[src/rtl/usb_pkt_rx.sv]
module usb_pkt_rx #(
  parameter int BYTE_W    = 8,
  parameter int STUFF_RUN = 6
) (
  input  logic              clk,
  input  logic              rst_n,
  input  logic              bit_stb,
  input  logic [1:0]        line_st,
  output logic [BYTE_W-1:0] byte_data,
  output logic              byte_vld,
  output logic              pkt_active,
  output logic              pkt_end,
  output logic              stuff_err,
  output logic              frame_err
);

  localparam int CNT_W  = $clog2(BYTE_W);
  localparam int RUN_W  = $clog2(STUFF_RUN + 1);
  localparam int HIST_W = 16;
  localparam logic [CNT_W-1:0] BLAST   = CNT_W'(BYTE_W - 1);
  localparam logic [RUN_W-1:0] RUN_MAX = RUN_W'(STUFF_RUN);
  localparam logic [1:0] LS_SE0 = 2'b00, LS_K = 2'b01, LS_J = 2'b10, LS_SE1 = 2'b11;
  localparam logic [HIST_W-1:0] SYNC_PAT = {LS_K, LS_J, LS_K, LS_J, LS_K, LS_J, LS_K, LS_K};

  typedef enum logic [1:0] {S_HUNT, S_DATA, S_EOP1, S_EOP2} st_t;

  st_t               st;
  logic [HIST_W-1:0] hist;
  logic [1:0]        ref_lv;
  logic [BYTE_W-1:0] shreg;
  logic [CNT_W-1:0]  bcnt;
  logic [RUN_W-1:0]  ones;

  wire [HIST_W-1:0] hist_nx = {hist[HIST_W-3:0], line_st};
  wire              dbit    = (line_st == ref_lv);
  wire [BYTE_W-1:0] sh_nx   = {dbit, shreg[BYTE_W-1:1]};

  assign pkt_active = (st != S_HUNT);

  always_ff @(posedge clk) begin
    if (!rst_n) begin
      st        <= S_HUNT;
      hist      <= '0;
      ref_lv    <= LS_K;
      shreg     <= '0;
      bcnt      <= '0;
      ones      <= '0;
      byte_data <= '0;
      byte_vld  <= 1'b0;
      pkt_end   <= 1'b0;
      stuff_err <= 1'b0;
      frame_err <= 1'b0;
    end else begin
      byte_vld  <= 1'b0;
      pkt_end   <= 1'b0;
      stuff_err <= 1'b0;
      frame_err <= 1'b0;
      if (bit_stb) begin
        case (st)
          S_HUNT: begin
            hist <= hist_nx;
            if (hist_nx == SYNC_PAT) begin
              st     <= S_DATA;
              ref_lv <= LS_K;
              ones   <= '0;
              bcnt   <= '0;
            end
          end
          S_DATA: begin
            if (line_st == LS_SE0) begin
              st <= S_EOP1;
            end else if (line_st == LS_SE1) begin
              frame_err <= 1'b1;
              st        <= S_HUNT;
              hist      <= '0;
            end else begin
              ref_lv <= line_st;
              if (ones == RUN_MAX) begin
                if (dbit) begin
                  stuff_err <= 1'b1;
                  st        <= S_HUNT;
                  hist      <= '0;
                end else begin
                  ones <= '0;
                end
              end else begin
                shreg <= sh_nx;
                ones  <= dbit ? ones + RUN_W'(1) : '0;
                if (bcnt == BLAST) begin
                  byte_vld  <= 1'b1;
                  byte_data <= sh_nx;
                  bcnt      <= '0;
                end else begin
                  bcnt <= bcnt + CNT_W'(1);
                end
              end
            end
          end
          S_EOP1: begin
            if (line_st == LS_SE0) begin
              st <= S_EOP2;
            end else begin
              frame_err <= 1'b1;
              st        <= S_HUNT;
              hist      <= '0;
            end
          end
          default: begin
            st   <= S_HUNT;
            hist <= '0;
            if (line_st == LS_J) begin
              pkt_end   <= 1'b1;
              frame_err <= (bcnt != '0);
            end else begin
              frame_err <= 1'b1;
            end
          end
        endcase
      end
    end
  end

  a_r2_lock_on_k: assert property (@(posedge clk) disable iff (!rst_n)
    $rose(pkt_active) |-> ($past(bit_stb) && $past(line_st) == LS_K));

  a_r4_byte_needs_strobe: assert property (@(posedge clk) disable iff (!rst_n)
    byte_vld |-> ($past(bit_stb) && $past(pkt_active)));

  a_r5_run_bound: assert property (@(posedge clk) disable iff (!rst_n)
    ones <= RUN_MAX);

  a_r6_stuff_drops: assert property (@(posedge clk) disable iff (!rst_n)
    stuff_err |-> (!pkt_active && $past(pkt_active) && $past(line_st == ref_lv)));

  a_r7_end_on_j: assert property (@(posedge clk) disable iff (!rst_n)
    pkt_end |-> ($past(bit_stb) && $past(line_st) == LS_J && !pkt_active));

  a_r11_idle_quiet: assert property (@(posedge clk) disable iff (!rst_n)
    !$past(bit_stb) |-> (!byte_vld && !pkt_end && !stuff_err && !frame_err && $stable(pkt_active)));

endmodule

[config.mk]
export PLATFORM = sky130hd
export DESIGN_NAME = usb_pkt_rx
export DESIGN_NICKNAME = d
export VERILOG_FILES = /design/src/rtl/usb_pkt_rx.sv
export SDC_FILE = /design/constraint.sdc
export NUM_CORES = 1
export LEC_CHECK = 0
export BUFFER_PORTS_ARGS = -buffer_cell sky130_fd_sc_hd__clkbuf_2
export CAP_MARGIN = 40
export CORE_ASPECT_RATIO = 0.9
export CORE_MARGIN = 5
export CORE_UTILIZATION = 45
export DETAILED_ROUTE_END_ITERATION = 7
export PLACE_DENSITY = 0.7
export SLEW_MARGIN = 20
export SYNTH_ARGS = -nofsm -noshare
export SYNTH_HDL_FRONTEND = slang
export SYNTH_SLANG_ARGS = --single-unit
[constraint.sdc]
create_clock -name clk -period 3.9 [get_ports clk]
set_input_delay 0 -clock clk [delete_from_list [all_inputs] [get_ports clk]]
set_output_delay 0 -clock clk [all_outputs]
set_load 0.02 [all_outputs]
==> impl_results.md <==
* Outcome: finished, final reports clean
* Grt total ovfl at 0
* Design area at 2290 sq um
* Worst Path Required at 4.05 ns
* CTS tree: done
* Clock Sinks at 43
* Ports at 18
* Largest net degree at the start of global routing at 42
* CTS Buf Count at 5
* Nets@finish at 250
* Worst Skew at 0.00480 ns
* Fin Hold WS at 0.0429 ns
* Initial antenna violation count at 0
* Die Width at 81.9 um
* Max Slew Vio Count at 0
* Share of cells above drive strength 1 at 14.7%
* Drt wl/cell at 13.5 um
* Worst Slack Setup Final at 1.60 ns
* Detailed Routing Iterations Pass 1 at 4
* Synth Register Bits at 43
* Fill count at 453
* R2R setup slack at 1.60 ns
* Diode count at 0
* Syn_area_per_cell at 9.59 sq um
* Setup WS pre-CTS at 1.60 ns
* Detailed Route WL at 3.95 mm
* Area growth from synthesis to final layout at 9.58%
* Met1 Use GR at 20.5%
* Final setup fails at 0
* Critical Path AT at 2.45 ns
* Grt met3 use at 3.47%
* CP Launch Type: register
* Synthesized area at 2090 sq um
* Mapped Cells at 218
* GRT Overall Usage at 14.7%
* Post-CTS Hold Fix Bufs at 0
* Max incr delay on CP at 0.53 ns
* Number of port buffers at 17
* Area of the multi-input gates at 1120 sq um
* Clock Latency Late Sink at 0.29 ns
* Antenna viol nets, final at 0
* DRC at 0
* Starting Density at 46.6%
* Die H at 74.7 um
* Leakage at 1.01 nW
* Critical path class: register to register
* Syn_nets at 237
* Most frequent cells in the layout: dfxtp_1 (43), mux2i_1 (31), nand2_1 (22)
* Final hold viol count at 0
* Final setup TNS at 0 ns
* First DRT Iteration DRCs at 82
* Vias per inst at 5.26
* Post-DP HPWL at 2.74 mm
* Final Cycle Share at 58.9%
* CTS clk-pin slew, worst paths at 0.07 ns
* Min Tclk post-route at 2.30 ns
* GRT busiest layer: met2
* F_max at 435 MHz
* Row cnt at 23
* Routed via count at 1,542
* Die area at 6110 sq um
* Worst setup EP type: register
* Worst vdd ir at 0.000144 V
* Post-CTS Setup Inserts at 0
* Slowest cell on crit path: nand4_1
* Sequential share of the synthesized area at 41.2%
* Flip-flop and latch area at 861 sq um
* Htree depth at 2
* Routability Congestion at 0.832
* Synth warnings at 0
* Critical path cell sequence: ha_1 > nor3b_2 > nand4_1 > mux2i_1 > nor2_1
* PostCTS Resize Cnt at 0
* Synth cell types at 42
* Maximum clock path buffer count at 2
* CORE AREA at 4490 sq um
* RSZ-0062 raised after global routing: no
* Min-Delay Path Class: input pin to register
* Worst Max-Slew Pin Slew at 0.764 ns
* Pwr Density at 330 nW/um^2
* Post-place instance area at 2190 sq um
* Slew margin rel. at 49.1%
* Maxcap violations at 0
* Root buffer cell: clkbuf_8
* Met2 Resource Use GR at 22.1%
* Commonest non-fill, non-tap cell in the layout: dfxtp_1
* First-pass GRT wire length at 6.95 mm
* Worst Path Max Fanout at 14
* Vias in the first global route at 1,504
-- synthesized netlist by cell type --
cell / count / area share [%]
or2b_1: 1 / 0.36
nor2_2: 1 / 0.30
buf_2: 1 / 0.24
o21ai_1: 2 / 0.48
xor2_1: 1 / 0.42
a31oi_1: 1 / 0.30
a221oi_1: 1 / 0.42
xor2_2: 1 / 0.78
nor2_1: 20 / 3.6
or4_1: 1 / 0.36
o41a_1: 1 / 0.54
o311a_1: 1 / 0.48
nand2b_1: 1 / 0.30
a21oi_1: 5 / 1.2
o41ai_2: 3 / 2.3
nor4b_1: 1 / 0.42
buf_1: 1 / 0.18
and4b_1: 1 / 0.48
nand4b_1: 1 / 0.42
o31a_1: 1 / 0.42
dfxtp_1: 43 / 41
buf_6: 2 / 1.1
inv_1: 11 / 2.0
or3b_1: 1 / 0.42
mux2i_1: 31 / 15
nor3_2: 1 / 0.48
o21ai_0: 2 / 0.48
o22ai_1: 2 / 0.60
a211oi_1: 2 / 0.72
buf_4: 1 / 0.36
nor3b_2: 1 / 0.60
o211ai_1: 3 / 1.1
nor2b_1: 1 / 0.30
nand2_1: 22 / 3.9
nand4bb_1: 3 / 1.6
nand4_1: 4 / 1.2
nand3_1: 17 / 4.1
a211oi_2: 1 / 0.60
clkbuf_1: 8 / 1.4
ha_1: 14 / 8.4
nor3_1: 1 / 0.24
a41oi_1: 1 / 0.42
-- cell type report --
type                    instances  share of cell area (%)
clock inverters                 1                   0.218
clock buffers                   6                    3.60
flip-flops and latches         43                    37.6
multi-input cells             151                    48.9
inverters                      11                    1.80
well taps                      62                    3.39
repair buffers                 19                    4.53
-- metal layers --
| metal | up-vias | share of wire, % |
|---|---|---|
| li1 | 792 | - |
| met1 | 725 | 52 |
| met2 | 21 | 44 |
| met3 | 4 | 2.9 |
| met4 | 0 | 1.1 |
| met5 | - | 0 |
-- kinds of logic after synthesis --
group                      after synthesis  synth area share (%)
AOI/OAI and AO/OA                       26                  10.1
xor gates and xnor gates                 2                  1.20
adders and majority gates               14                  8.38
buffers and inverters                   24                  5.27
DFF                                     43                  41.2
muxes                                   31                  14.8
and+or+nand+nor                         78                  19.1
-- through the flow --
| stage | utilization [%] | std cells | power, mW |
|---|---|---|---|
| 2_1_floorplan | - | 218 | 0.479 |
| 6_report | 51.0 | 293 | 0.756 |
| 5_1_grt | 51.0 | 293 | 0.788 |
| 4_1_cts | 50.8 | 292 | 0.765 |
| 3_5_place_dp | 48.8 | 285 | 0.488 |
| 3_3_place_gp | 48.8 | 285 | 0.488 |
-- critical path, delay by kind of cell (launching register included) --
family        cells  cell delay (ns)
simple gates      3             0.97
flops             1             0.41
mux               1             0.31
fa+ha+maj         1             0.46
-- final timing paths --
path | startpoint | end | cells past startpoint
setup / recovery | st[0]$_SDFFE_PN0P_ | byte_data[6]$_SDFFE_PN0P_ | 5
hold / removal | bit_stb | stuff_err$_SDFF_PP0_ | 3
setup reg to reg | st[0]$_SDFFE_PN0P_ | byte_data[6]$_SDFFE_PN0P_ | 5
hold reg to reg | hist[13]$_SDFFE_PN0P_ | hist[13]$_SDFFE_PN0P_ | 2
-- power by group --
group	internal [mW]	switching (mW)
combinational	0.0111	0.0240
sequential	0.441	0.00198
clock	0.139	0.139
-- flip-flops by register name, summed over array words and instances, names as in the netlist --
name / count
hist: 14
byte_data: 8
shreg: 7
bcnt: 3
ones: 3
ref_lv: 2
st: 2
byte_vld: 1
frame_err: 1
pkt_end: 1
stuff_err: 1
Power figures use the tool's default switching activity.
